**config.mk**
```make
export PLATFORM = sky130hd
export DESIGN_NAME = ilk_interlock
export DESIGN_NICKNAME = d
export VERILOG_FILES = /design/src/rtl/ilk_pkg.sv /design/src/rtl/ilk_scoreboard.sv /design/src/rtl/ilk_hazard.sv /design/src/rtl/ilk_stall_counter.sv /design/src/rtl/ilk_interlock.sv
export SDC_FILE = /design/constraint.sdc
export NUM_CORES = 1
export LEC_CHECK = 0
export ABC_CLOCK_PERIOD_IN_PS = 1700
export BUFFER_PORTS_ARGS = -buffer_cell sky130_fd_sc_hd__buf_4
export CAP_MARGIN = 10
export CORE_UTILIZATION = 48
export CTS_BUF_LIST = sky130_fd_sc_hd__clkbuf_16
export DETAILED_ROUTE_END_ITERATION = 7
export PLACE_DENSITY = 0.72
export SLEW_MARGIN = 0
export SYNTH_ARGS = -nofsm -noshare
export SYNTH_HDL_FRONTEND = slang
export SYNTH_SLANG_ARGS = --single-unit
```
**constraint.sdc**
```tcl
create_clock -name clk -period 1.7 [get_ports clk]
set_clock_uncertainty 0.05 [all_clocks]
set_input_delay 0.085 -clock clk [delete_from_list [all_inputs] [get_ports clk]]
set_output_delay 0.085 -clock clk [all_outputs]
set_load 0.005 [all_outputs]
```
**src/rtl/ilk_pkg.sv**
```systemverilog
package ilk_pkg;
    parameter int REG_W   = 5;
    parameter int N_SLOTS = 4;              // execute, mem1, mem2, writeback
    localparam int EX_IDX = 0;
    localparam int WB_IDX = N_SLOTS - 1;

    typedef struct packed {
        logic             wr;   // slot will write rd
        logic             br;   // slot holds an unresolved branch
        logic [REG_W-1:0] rd;
    } slot_t;

    localparam slot_t EMPTY_SLOT = '0;

    function automatic logic src_hits(slot_t s, logic [REG_W-1:0] r, logic used);
        return used && (r != '0) && s.wr && (s.rd == r);
    endfunction
endpackage

```
**src/rtl/ilk_scoreboard.sv**
```systemverilog
module ilk_scoreboard
    import ilk_pkg::*;
(
    input  logic                  clk,
    input  logic                  rst,
    input  logic                  push,
    input  slot_t                 push_slot,
    output slot_t [N_SLOTS-1:0]   slots
);
    always_ff @(posedge clk) begin
        if (rst) begin
            slots <= '0;
        end else begin
            slots[EX_IDX] <= push ? push_slot : EMPTY_SLOT;
            for (int i = 1; i < N_SLOTS; i++) begin
                slots[i] <= slots[i-1];
            end
        end
    end

    // no in-flight record ever names register 0 as a destination
    for (genvar g = 0; g < N_SLOTS; g++) begin : g_chk
        assert_no_x0_R5: assert property (@(posedge clk) disable iff (rst)
            slots[g].wr |-> (slots[g].rd != '0));
    end
endmodule

```
**src/rtl/ilk_hazard.sv**
```systemverilog
module ilk_hazard
    import ilk_pkg::*;
(
    input  slot_t [N_SLOTS-1:0] slots,
    input  logic [REG_W-1:0]    rs1,
    input  logic                rs1_used,
    input  logic [REG_W-1:0]    rs2,
    input  logic                rs2_used,
    output logic                raw_hit,
    output logic                br_hit
);
    logic [N_SLOTS-1:0] hit;

    for (genvar g = 0; g < N_SLOTS; g++) begin : g_cmp
        assign hit[g] = src_hits(slots[g], rs1, rs1_used) |
                        src_hits(slots[g], rs2, rs2_used);
    end

    assign raw_hit = |hit;
    assign br_hit  = slots[EX_IDX].br;
endmodule

```
**src/rtl/ilk_stall_counter.sv**
```systemverilog
module ilk_stall_counter #(
    parameter int CNT_W = 3
) (
    input  logic             clk,
    input  logic             rst,
    input  logic             hold,
    input  logic             issue,
    output logic [CNT_W-1:0] count
);
    localparam logic [CNT_W-1:0] CNT_MAX = '1;

    always_ff @(posedge clk) begin
        if (rst || issue) begin
            count <= '0;
        end else if (hold && count != CNT_MAX) begin
            count <= count + 1'b1;
        end
    end

    // every instruction starts counting from zero
    assert_cnt_clear_R8: assert property (@(posedge clk) disable iff (rst)
        issue |=> (count == '0));
endmodule

```
**src/rtl/ilk_interlock.sv**
```systemverilog
module ilk_interlock
    import ilk_pkg::*;
#(
    parameter int CNT_W = 3
) (
    input  logic                clk,
    input  logic                rst,
    input  logic                id_valid,
    input  logic [REG_W-1:0]    id_rs1,
    input  logic                id_rs1_used,
    input  logic [REG_W-1:0]    id_rs2,
    input  logic                id_rs2_used,
    input  logic [REG_W-1:0]    id_rd,
    input  logic                id_rd_we,
    input  logic                id_branch,
    output logic                stall_o,
    output logic                issue_o,
    output logic [CNT_W-1:0]    issue_stalls_o
);
    slot_t [N_SLOTS-1:0] slots;
    slot_t               new_slot;
    logic                raw_hit;
    logic                br_hit;

    always_comb begin
        new_slot    = EMPTY_SLOT;
        new_slot.wr = id_rd_we && (id_rd != '0);
        new_slot.br = id_branch;
        new_slot.rd = id_rd;
    end

    ilk_hazard u_hazard (
        .slots    (slots),
        .rs1      (id_rs1),
        .rs1_used (id_rs1_used),
        .rs2      (id_rs2),
        .rs2_used (id_rs2_used),
        .raw_hit  (raw_hit),
        .br_hit   (br_hit)
    );

    assign stall_o = id_valid && (raw_hit || br_hit);
    assign issue_o = id_valid && !stall_o;

    ilk_scoreboard u_sb (
        .clk       (clk),
        .rst       (rst),
        .push      (issue_o),
        .push_slot (new_slot),
        .slots     (slots)
    );

    ilk_stall_counter #(.CNT_W(CNT_W)) u_cnt (
        .clk   (clk),
        .rst   (rst),
        .hold  (stall_o),
        .issue (issue_o),
        .count (issue_stalls_o)
    );

    // a stalled cycle sends an empty slot into execute
    assert_bubble_R7: assert property (@(posedge clk) disable iff (rst)
        stall_o |=> (!slots[EX_IDX].wr && !slots[EX_IDX].br));

    // a branch in execute holds the instruction behind it
    assert_branch_hold_R6: assert property (@(posedge clk) disable iff (rst)
        (id_valid && slots[EX_IDX].br) |-> stall_o);

    // an empty decode stage neither stalls nor issues
    assert_idle_R9: assert property (@(posedge clk) disable iff (rst)
        !id_valid |-> (!stall_o && !issue_o));
endmodule

```
* Word level (Yosys, flattened, before mapping)
Index checks and enable logic that the tools add are counted.
Storage, ports and cells: logic and storage cells 55, bits of input ports 22, output and inout port bits 5, register bits after elaboration 28
Operators by class: add/subtract/negate cells 1, bitwise logic cells 5, reductions and logical operators 30, eq/ne operators 9
Operator list (number):
- == test 5 bit | 8
- logical AND 1 bit | 22
- nonzero test 5 bit | 3
- bitwise OR 1 bit | 4
- OR reduction 4 bit | 1
- adder 3 x 1 -> 3 bit (second input constant) | 1
- != test 3 bit (second input constant) | 1
- logical OR 1 bit | 2
- OR reduction 2 bit | 1
- zero test 1 bit | 1
- inverter 1 bit | 1

* Logic depth before layout (Yosys ltp)
Gate-level depths: netlist (run 1).
depth in word-level cells 12, gate-level depth with buffers 8, gate-level depth less buffers 7

* By module
A second synthesis (run 1) with hierarchy kept.
Unflattened totals: cell total of the unflattened synthesis 148, area, all modules 1534.0 µm²
By module, submodules not included:
- ilk_scoreboard | area an instance 787.0 µm², cells an instance 58, seq. area each 560.5 µm², instances 1
- ilk_hazard | area an instance 574.3 µm², cells an instance 74, seq. area each 0.0 µm², instances 1
- ilk_stall_counter | area an instance 142.6 µm², cells an instance 12, seq. area each 60.1 µm², instances 1
- ilk_interlock | area an instance 30.0 µm², cells an instance 4, seq. area each 0.0 µm², instances 1

* Worst setup path before layout (run 1)
Ideal clock, no wire load.
path type input port to flip-flop, from input id_rs2[3], to register, netlist name u_sb.slots[6], path buffers 1, setup time 0.059 ns, path slack -0.056 ns, required time 1.591 ns, arrival 1.647 ns, stages on the path 6, path through buf_2 > or4_1 > o21a_1 > a221o_2 > nor3_4 > o311a_1
On the way: word-level cells in the longest chain between the ends 12, elaborated cells between the ends (all ways) 25, those cells by class eq/ne (4); bitwise (5); reduce/logical (16)
RTL lines:
- from (decl) | RTL line ilk_interlock.sv:11 | input logic [REG_W-1:0] id_rs2,
- nonzero test 5 bit | RTL line ilk_pkg.sv:16 | return used && (r != '0) && s.wr && (s.rd == r);
- logical AND 1 bit (3 in a row) | RTL line ilk_pkg.sv:16
- bitwise OR 1 bit | RTL line ilk_hazard.sv:15 | assign hit[g] = src_hits(slots[g], rs1, rs1_used) |
- OR reduction 4 bit (*) | RTL line ilk_hazard.sv:19 | assign raw_hit = |hit;
- logical OR 1 bit (*) | RTL line ilk_interlock.sv:42 | assign stall_o = id_valid && (raw_hit || br_hit);
- logical AND 1 bit (*) | RTL line ilk_interlock.sv:42
- zero test 1 bit (*) | RTL line ilk_interlock.sv:43 | assign issue_o = id_valid && !stall_o;
- logical AND 1 bit (*) | RTL line ilk_interlock.sv:43
- inverter 1 bit (no source line) (*)
- OR reduction 2 bit (no source line) (*)
Mark *: on every way between the ends. The rest lies on a longest branch, timed or not. A chain may end at the register's enable or synchronous reset.

* Worst setup path in the final report (run 1)
from register, netlist name u_sb.slots[14], to output stall_o
On the way: word-level cells in the longest chain between the ends 6, elaborated cells between the ends (all ways) 8, those cells by class eq/ne (2); bitwise (1); reduce/logical (5)
RTL lines:
- == test 5 bit | RTL line ilk_pkg.sv:16
- logical AND 1 bit | RTL line ilk_pkg.sv:16
- bitwise OR 1 bit (*) | RTL line ilk_hazard.sv:15
- OR reduction 4 bit (*) | RTL line ilk_hazard.sv:19
- logical OR 1 bit (*) | RTL line ilk_interlock.sv:42
- logical AND 1 bit (*) | RTL line ilk_interlock.sv:42
- to (decl) | RTL line ilk_interlock.sv:16 | output logic stall_o,
Marks and branches as above.

==> results of run 1 <==
[layout by cell type, fill, tap and decap left out, types with 2 or more instances in the layout]
cell type and n:
buf_4 40, xor2_1 27, nor2b_1 18, dfxtp_2 15
dfxtp_1 12, nand3_1 9, xnor2_1 8, xor2_2 5
nor4_1 5, nor4_2 4, and2_2 4, clkbuf_16 3
dlygate4sd3_1 3, nand4_1 2, or4_1 2, o21a_1 2
and2_4 2, inv_1 2, mux2i_1 2, nor3_2 2
ha_1 2
[kinds of logic after synthesis]
logic type,synth area share
buf+inv,0.0498
compound gates,0.0302
mux,0.0142
xor+xnor,0.249
simple gates,0.240
fa+ha+maj,0.0178
flops,0.399
[power breakdown]
group / internal, uW / switching (uW) / total [uW]
Combinational: 117 / 95.1 / 212
Sequential: 672 / 15.1 / 687
Clock: 314 / 202 / 517
Total: 1100 / 312 / 1420
[metal layers]
layer,share of wire,track usage
met3,0.033,0.0140
met2,0.53,0.369
met5,0,0
met4,0.0048,0.0627
met1,0.43,0.248
[timing repair]
action	in CTS	in global routing
hold endpoints to repair	3	0
pin swaps	8	6
endpoints found under the setup margin	11	12
hold buffers	3	0
buffers inserted	2	2
resized for setup	18	13
[final timing paths]
check / startpoint / endpoint / slack (ns) / depth (start not counted)
max: u_sb.slots[14] / stall_o / -0.21 / 7
min: id_rd[3] / u_sb.slots[3] / 0.006 / 2
max reg2reg: u_sb.slots[14] / u_sb.slots[6] / -0.18 / 8
min reg2reg: u_sb.slots[20] / u_sb.slots[27] / 0.43 / 1
[per-stage QoR]
step	hold WS, ns	TNS, ns	total power, uW
4_1_cts	0.00213	-1.42	1410
3_3_place_gp	0.256	-1.10	881
5_1_grt	0.00593	-2.78	1470
6_report	0.00567	-1.45	1420
3_5_place_dp	0.256	-1.30	885
2_1_floorplan	0.107	-0.249	812
[state kept, by name, summed over array words and instances (netlist names)]
register     cells
u_sb.slots      25
u_cnt.count      3
[worst register-to-register path, delay by kind of cell, from the launching register on]
family	cells	cell delay [ns]
and+or+nand+nor	4	0.43
DFF	1	0.36
buffers and inverters	1	0.17
AOI/OAI and AO/OA	2	0.63
xor gates and xnor gates	1	0.19
[final cells by class]
| cell class | instances | area, um2 | area share |
|---|---|---|---|
| multi-input combinational | 103 | 858 | 0.453 |
| inverter | 2 | 7.51 | 0.00396 |
| tap | 31 | 38.8 | 0.0204 |
| clock inverter | 1 | 3.75 | 0.00198 |
| clock buffer | 3 | 75.1 | 0.0396 |
| timing repair buffer | 43 | 330 | 0.174 |
| sequential | 28 | 583 | 0.307 |
==> results_dict.tcl, run 1 <==
set metrics [dict create \
    drtIter0Drc 24 \
    antennaDiodeCount 0 \
    grt_pass1_vias 1118 \
    synth-edff-count 0 \
    area_delta_synth_final_pct 34.9 \
    core_um2 2760 \
    synth.largest_area_cell "dfxtp_1" \
    globalplace.congestion 0.872 \
    irDropWorstVdd_uv 667 \
    netlist_area_um2 1410 \
    clockBufferDepth 2 \
    critical_path.startpoint_type "flop" \
    synth.most_common_cell "xor2_1" \
    initial_core_util 0.510 \
    layout-drive-gt1-share 0.439 \
    place_area_um2 1650 \
    slowest_delay_ns 0.43 \
    pre_cts_slack_ns -0.160 \
    run_status "complete, but fails checks" \
    postRouteAntennaNets 0 \
    crit_family "compound AO/OA/AOI/OAI gates" \
    vias 1097 \
    violations "negative setup slack" \
    max_slew_margin 0.809 \
    clkSlewWorstSetupHoldPaths_ns 0.06 \
    grt_pass1_wl_um 4970 \
    netlist_instances 145 \
    first_pass_iters 4 \
    die-height_um 56.1 \
    hold_viol 0 \
    synth_area_per_cell_um2 9.70 \
    cts_tree "built" \
    critPathKind "reg -> out" \
    antenna_found_initial 0 \
    leakage_uw 0.000829 \
    critPathBufInv 1 \
    die_x_um 56.1 \
    tightestPinTransition_ns 0.283 \
    yosysSeqAreaShare 0.399 \
    dieArea_um2 3150 \
    vias_per_cell 5.20 \
    finalSetupViolCount 10 \
    syn_nets 169 \
    synth.area.top_cells "dfxtp_1 (40%), xor2_1 (20%), nor2b_1 (8.0%)" \
    totalWireLength_um 2930 \
    ios 27 \
    finalWorstSetupSlack_ns -0.209 \
    grt_use_total 0.201 \
    hold_path_class "in -> reg" \
    ys_ff_latch 28 \
    numCtsBuffers 3 \
    fillers 211 \
    grt_max_degree 24 \
    path_cells "xor2_1 > nor4_2 > nand3_1 > nand4_1 > a221o_2 > and2_4 > buf_4" \
    cpMaxStageDelayCell "a221o_2" \
    max_freq_mhz 524 \
    nNetsFinal 205 \
    required_ns 1.56 \
    root_buffer "clkbuf_16" \
    htreeDepth 1 \
    synth_common_cells "xor2_1 (32), dfxtp_1 (28), nor2b_1 (18)" \
    ys.flop_type "dfxtp_1" \
    rsz0062_at_grt "true" \
    fin_crit_sh 1.12 \
    rows 19 \
    avgRoutedWirePerCell_um 13.9 \
    insertion_delay_ns 0.25 \
    fin_util 0.688 \
    dp_cells 200 \
    power_density_nw_per_um2 746 \
    synth_top_area_frac 0.399 \
    ys_warn_count 0 \
    cts.sinks 28 \
    ys_async_sr_fraction 0 \
    cp.arrival_ns 1.77 \
    globalRouteOverflowTotal 0 \
    drc 0 \
    crit_fanout 4 \
    slew_violations 0 \
    port_buffers 26 \
    final_cells 211 \
    final_area_um2 1900 \
    cp-end-kind "output pin" \
    yosys.cell_types.count 25 \
    period_needed_ns 1.91 \
    dpl.hpwl_um 2240 \
    max-cap-violations 0 \
]
Note: power is estimated with default switching activity, not from simulation.
==> inputs of run 2 (changes only) <==
--- a/config.mk
+++ b/config.mk
@@ -5,14 +5,14 @@
 export SDC_FILE = /design/constraint.sdc
 export NUM_CORES = 1
 export LEC_CHECK = 0
-export ABC_CLOCK_PERIOD_IN_PS = 1700
+export ABC_AREA = 1
+export ABC_CLOCK_PERIOD_IN_PS = 1800
 export BUFFER_PORTS_ARGS = -buffer_cell sky130_fd_sc_hd__buf_4
 export CAP_MARGIN = 10
-export CORE_UTILIZATION = 48
+export CORE_UTILIZATION = 56
 export CTS_BUF_LIST = sky130_fd_sc_hd__clkbuf_16
 export DETAILED_ROUTE_END_ITERATION = 7
-export PLACE_DENSITY = 0.72
-export SLEW_MARGIN = 0
+export PLACE_DENSITY = 0.77
 export SYNTH_ARGS = -nofsm -noshare
 export SYNTH_HDL_FRONTEND = slang
 export SYNTH_SLANG_ARGS = --single-unit
==> constraint.sdc (replaced) <==
create_clock -name clk -period 1.8 [get_ports clk]
set_clock_uncertainty 0.05 [all_clocks]
set_input_delay 0.09 -clock clk [delete_from_list [all_inputs] [get_ports clk]]
set_output_delay 0.09 -clock clk [all_outputs]
set_load 0.005 [all_outputs]
==> run 2 against run 1 <==
Effect of this change:
- core utilization increased by 5.7 points
- sequential cell count did not move
- design area up 10%
- sequential power shrank 6.1%
- final cell count rose by 65%
- the flow finishes with violations (design-rule violations)
- critical path type unchanged
==> results_dict.tcl, run 2 <==
set metrics [dict create \
    slowest_delay_ns 0.34 \
    finalSetupViolCount 0 \
    avgRoutedWirePerCell_um 11.8 \
    area_delta_synth_final_pct 23.0 \
    first_pass_iters 6 \
    hp-start "id_rd[3]" \
    p_comb_frac 0.148 \
    crit_fanout 5 \
    ys_warn_count 0 \
    largest_register "u_sb.slots" \
    r2r_slack_ns 0.16 \
    initial_core_util 0.606 \
    vias_per_cell 4.95 \
    drtIter0Drc 82 \
    critical_path.startpoint_type "flop" \
    ys_async_sr_fraction 0 \
    rr_worst_depth 13 \
    slew_violations 0 \
    die-height_um 57.1 \
    cpMostUsedCell "nand2_1" \
    synth_top_area_frac 0.330 \
    ios 27 \
    globalRouteOverflowTotal 0 \
    synth_common_cells "nand2_1 (101), nor2_1 (49), inv_1 (42)" \
    crit_family "simple AND/OR/NAND/NOR gates" \
    layout_commonest_cell "nand2_1" \
    pwr-share-seq 0.417 \
    hold_viol 0 \
    postRouteAntennaNets 0 \
    required_ns 1.66 \
    cts.sinks 28 \
    hold_path_class "in -> reg" \
    final_area_um2 2090 \
    violations "design-rule violations" \
    fin_crit_sh 0.942 \
    irDropWorstVdd_uv 532 \
    grt_pass1_vias 1522 \
    numCtsBuffers 3 \
    htreeDepth 1 \
    cts_tree "built" \
    yosys.cell_types.count 25 \
    grt_pass1_wl_um 6600 \
    synth.largest_area_cell "dfxtp_1" \
    synth-edff-count 0 \
    die_x_um 57.1 \
    syn_nets 310 \
    netlist_instances 286 \
    totalWireLength_um 4110 \
    max-cap-violations 0 \
    synth.area.top_cells "dfxtp_1 (33%), nand2_1 (22%), nor2_1 (11%)" \
    antennaDiodeCount 0 \
    critPathKind "reg -> out" \
    cp.arrival_ns 1.56 \
    critPathBufInv 2 \
    switching_share 0.243 \
    nNetsFinal 343 \
    dpl.hpwl_um 3040 \
    ys.flop_type "dfxtp_1" \
    min_to "u_sb.slots[3]" \
    synth.most_common_cell "nand2_1" \
    pwr-share-clk 0.435 \
    core_um2 2810 \
    vias 1729 \
    root_buffer "clkbuf_16" \
    whs_ns 0.00109 \
    place_area_um2 1920 \
    path_cells "inv_1 > nand2_1 > nand2_1 > nand2_1 > nor2_2 > nand3_1 > nand2_2 > nor2_4 > nand3_4 > nor2_8 > buf_4" \
    period_needed_ns 1.70 \
    port_buffers 26 \
    largest_reg_flops 25 \
    clkSlewWorstSetupHoldPaths_ns 0.07 \
    critPathLaunch "u_sb.slots[25]" \
    run_status "complete, but fails checks" \
    whs_path_depth 3 \
    final_cell_mix "nand2_1 (99), nor2_1 (46), inv_1 (37)" \
    dp_cells 340 \
    p_sw_uw 376 \
    grt_use_total 0.274 \
    drc 6 \
    ys_ff_latch 28 \
    fin_tns_setup_ns 0 \
    max_freq_mhz 590 \
    dieArea_um2 3260 \
    layout-drive-gt1-share 0.261 \
    cpMaxStageDelayCell "dfxtp_2" \
    max_slew_margin 0.757 \
    r2r-end "u_cnt.count[1]" \
    yosysSeqAreaShare 0.330 \
    tightestPinTransition_ns 0.361 \
    synth_area_per_cell_um2 5.95 \
    grt_max_degree 21 \
    cp-end-kind "output pin" \
    insertion_delay_ns 0.27 \
    worstReg2RegStart "u_sb.slots[27]" \
    globalplace.congestion 0.914 \
    antenna_found_initial 0 \
    final_cells 349 \
    power_density_nw_per_um2 740 \
    clockBufferDepth 2 \
    rows 19 \
    p_int_uw 1170 \
    netlist_area_um2 1700 \
    biggestRegsByFlops "u_sb.slots (25), u_cnt.count (3)" \
    leakage_uw 0.00107 \
]
-- run 2: changes by cell type in the layout (fill, tap and decap cells not counted), sizes merged, moves of 3 or more --
| cell | before | now |
|---|---|---|
| o21ai | 0 | 9 |
| nor2 | 2 | 62 |
| a21oi | 0 | 3 |
| xor2 | 32 | 1 |
| nor4 | 9 | 1 |
| inv | 2 | 52 |
| nand3 | 9 | 16 |
| buf | 40 | 30 |
| nor2b | 18 | 0 |
| xnor2 | 8 | 0 |
| and2 | 6 | 0 |
| nand2 | 1 | 104 |
-- run 2: kinds of logic (layout without fill, tap and decap cells) --
family,after synthesis,after routing,share of synthesized area
fa+ha+maj,2,2,0.0147
simple gates,187,187,0.488
buf+inv,56,88,0.125
flops,28,28,0.330
compound gates,12,12,0.0375
xor+xnor,1,1,0.00515
-- run 2: tightest hold or removal path: stages --
cell    delay (ns)
buf_4         0.08
inv_1         0.04
nor2_2        0.08
-- run 2: through the flow --
stage	total power [uW]	utilization	worst slack, ns
floorplan	784	-	0.436
detailed placement	871	0.685	0.269
global route	1610	0.745	-0.0111
finish	1550	0.745	0.105
CTS	1540	0.726	0.0404
global placement	870	0.685	0.249
-- run 2: layer usage --
metal | GRT usage | wire, um | up-vias
met3 | 0.0363 | 122 | 10
met1 | 0.340 | 1850 | 764
met4 | 0.115 | 93 | 0
met2 | 0.477 | 2040 | 42
met5 | 0 | 0 | -
li1 | - | - | 913
-- run 2: final cells by class --
class                      count  area, um2
sequential                    28        568
timing repair buffer          31        239
fill                         261        714
clock buffer                   3       75.1
clock inverter                 1       30.0
inverter                      53        200
multi-input combinational    202        940
tap                           31       38.8
-- run 2: worst max path at each step --
stage	end	cells past startpoint	slack (ns)
floorplan	u_cnt.count[1]	11	0.44
global placement	u_cnt.count[1]	11	0.25
detailed placement	u_cnt.count[1]	11	0.27
CTS	issue_o	9	0.04
global route	stall_o	11	-0.01
finish	issue_o	11	0.10
-- run 2: power by group through the flow --
stage	combinational [uW]	clock, uW	sequential [uW]
2_1_floorplan	128	0	656
3_3_place_gp	211	0	658
3_5_place_dp	213	0	658
4_1_cts	217	678	644
5_1_grt	257	705	647
6_report	229	674	645
-- run 2: repair_timing --
| item | in CTS | in global routing |
|---|---|---|
| setup endpoints to repair | 0 | 2 |
| resized for setup | 0 | 20 |
| hold buffers | 1 | 0 |
| setup buffers | 0 | 4 |
| hold endpoints to repair | 1 | 0 |
==> inputs of run 3 (changes only) <==
--- a/config.mk
+++ b/config.mk
@@ -5,14 +5,15 @@
 export SDC_FILE = /design/constraint.sdc
 export NUM_CORES = 1
 export LEC_CHECK = 0
-export ABC_AREA = 1
-export ABC_CLOCK_PERIOD_IN_PS = 1800
+export ABC_AREA = 0
+export ABC_CLOCK_PERIOD_IN_PS = 1650
 export BUFFER_PORTS_ARGS = -buffer_cell sky130_fd_sc_hd__buf_4
 export CAP_MARGIN = 10
-export CORE_UTILIZATION = 56
+export CORE_UTILIZATION = 54
 export CTS_BUF_LIST = sky130_fd_sc_hd__clkbuf_16
 export DETAILED_ROUTE_END_ITERATION = 7
-export PLACE_DENSITY = 0.77
+export HOLD_SLACK_MARGIN = 0.06
+export PLACE_DENSITY = 0.76
 export SYNTH_ARGS = -nofsm -noshare
 export SYNTH_HDL_FRONTEND = slang
 export SYNTH_SLANG_ARGS = --single-unit
==> constraint.sdc (replaced) <==
create_clock -name clk -period 1.65 [get_ports clk]
set_clock_uncertainty 0.05 [all_clocks]
set_input_delay 0.0825 -clock clk [delete_from_list [all_inputs] [get_ports clk]]
set_output_delay 0.0825 -clock clk [all_outputs]
set_load 0.005 [all_outputs]
==> run 3 against run 2 <==
Effect of this change:
- the run ends with negative setup slack left
- core utilization rose by 2.7 points
- sequential share of layout area rose by 3.2 points
- wire length fell by 26%
- worst hold slack improved by 0.14 ns
- critical path depth fell by 4
- global-route usage fell by 3.4 points
- clock power fell by 22%
- die area fell by 14%
- non-clock buffer count rose by 13
- via count fell by 35%
==> results_dict.tcl, run 3 (same netlist as run 1, synthesis figures left out) <==
set metrics [dict create \
    met1Wirelength_um 1240 \
    p_comb_frac 0.153 \
    top_layer_used "met4" \
    rows 18 \
    cp-end-kind "output pin" \
    largest_reg_flops 25 \
    hold_path_class "in -> reg" \
    avgRoutedWirePerCell_um 14.4 \
    vias 1119 \
    run_status "complete, but fails checks" \
    largest_register "u_sb.slots" \
    critical_path.startpoint_type "flop" \
    fin_crit_sh 1.18 \
    layout-drive-gt1-share 0.422 \
    finalWorstSetupSlack_ns -0.291 \
    critPathKind "reg -> out" \
    slowest_delay_ns 0.36 \
    first_pass_iters 4 \
    critPathBufInv 1 \
    final_cell_mix "buf_4 (36), xor2_1 (27), nor2b_1 (18)" \
    irDropWorstVdd_uv 584 \
    grt_max_degree 24 \
    max_slew_margin 0.770 \
    dieArea_um2 2810 \
    path_cells "xor2_1 > nor4_1 > nand3_1 > nand4_1 > a221o_2 > and2_4 > buf_6" \
    crit_family "simple AND/OR/NAND/NOR gates" \
    fin_util 0.773 \
    violations "negative setup slack" \
    htreeDepth 1 \
    max-cap-violations 0 \
    postRouteAntennaNets 0 \
    period_needed_ns 1.94 \
    antennaDiodeCount 0 \
    grt_use_total 0.240 \
    regArea_um2 582 \
    finalSetupViolCount 10 \
    tightestPinTransition_ns 0.342 \
    finalPower_uw 1460 \
    nNetsFinal 206 \
    routed-wl-met3_um 150 \
    root_buffer "clkbuf_16" \
    dp_cells 197 \
    drc 0 \
    cts_tree "built" \
    p_int_uw 1140 \
    pwr-share-clk 0.361 \
    globalRouteOverflowTotal 0 \
    vias_per_cell 5.33 \
    leakage_uw 0.000837 \
    pwr-share-seq 0.486 \
    clkSlewWorstSetupHoldPaths_ns 0.06 \
    insertion_delay_ns 0.26 \
    antenna_found_initial 0 \
    grt_pass1_vias 1099 \
    area_delta_synth_final_pct 36.1 \
    cts.sinks 28 \
    p_sw_uw 323 \
    biggestRegsByFlops "u_sb.slots (25), u_cnt.count (3)" \
    crit_fanout 4 \
    initial_core_util 0.568 \
    grt_pass1_wl_um 4710 \
    layout_commonest_cell "buf_4" \
    totalWireLength_um 3030 \
    globalplace.congestion 0.851 \
    max_freq_mhz 515 \
    core_um2 2480 \
    switching_share 0.221 \
    die-height_um 53.0 \
    pre_cts_slack_ns -0.236 \
    multi_input_area_um2 861 \
    slew_violations 0 \
    met2_length_um 1580 \
    rsz0062_at_grt "true" \
    fin_tns_setup_ns -1.92 \
    hold_viol 0 \
    ios 27 \
    dpl.hpwl_um 2210 \
    drtIter0Drc 14 \
    cp.arrival_ns 1.81 \
    final_cells 210 \
    fillers 170 \
    port_buffers 26 \
    power_density_nw_per_um2 763 \
    numCtsBuffers 3 \
    required_ns 1.52 \
    cpMaxStageDelayCell "nor4_1" \
    die_x_um 53.0 \
    clockBufferDepth 2 \
]
-- run 3: repair_timing --
item | CTS | global route
hold buffers | 7 | 0
setup buffers | 3 | 0
pin swaps | 15 | 4
hold endpoints to repair | 7 | 0
gates cloned | 0 | 0
gates resized for setup | 22 | 10
setup endpoints to repair | 11 | 12
-- run 3: path summary, 6_finish.rpt --
kind	from	depth (start not counted)	endpoint	slack [ns]
hold reg to reg	u_sb.slots[13]	1	u_sb.slots[20]	0.44
setup / recovery	u_sb.slots[11]	7	stall_o	-0.29
hold / removal	rst	2	u_sb.slots[11]	0.14
setup reg to reg	u_sb.slots[7]	8	u_sb.slots[6]	-0.22
-- run 3: cell type report --
cell class                      instances  area share
Sequential cell                        28       0.304
Inverter                                2     0.00392
Clock buffer                            3      0.0392
Timing Repair Buffer                   44       0.184
Tap cell                               30      0.0196
Multi-Input combinational cell        103       0.450
-- run 3: power groups by stage --
stage	registers (uW)	clock network, uW	logic [uW]
after global routing	712	556	240
after floorplan	718	0	119
after detailed placement	722	0	186
final	710	527	223
after CTS	709	533	210
after global placement	721	0	180
-- run 3: layer usage --
layer / vias to the layer above / track usage
met2: 42 / 0.456
met5: - / 0
li1: 542 / -
met3: 7 / 0.0374
met1: 528 / 0.262
met4: 0 / 0.0921
-- run 3: metrics by stage --
| step | cell area (um2) | hold WS [ns] |
|---|---|---|
| final | 1910 | 0.141 |
| after global routing | 1910 | 0.159 |
| after CTS | 1850 | 0.126 |
| after detailed placement | 1640 | 0.261 |
| after global placement | 1640 | 0.250 |
| after floorplan | 1420 | 0.104 |
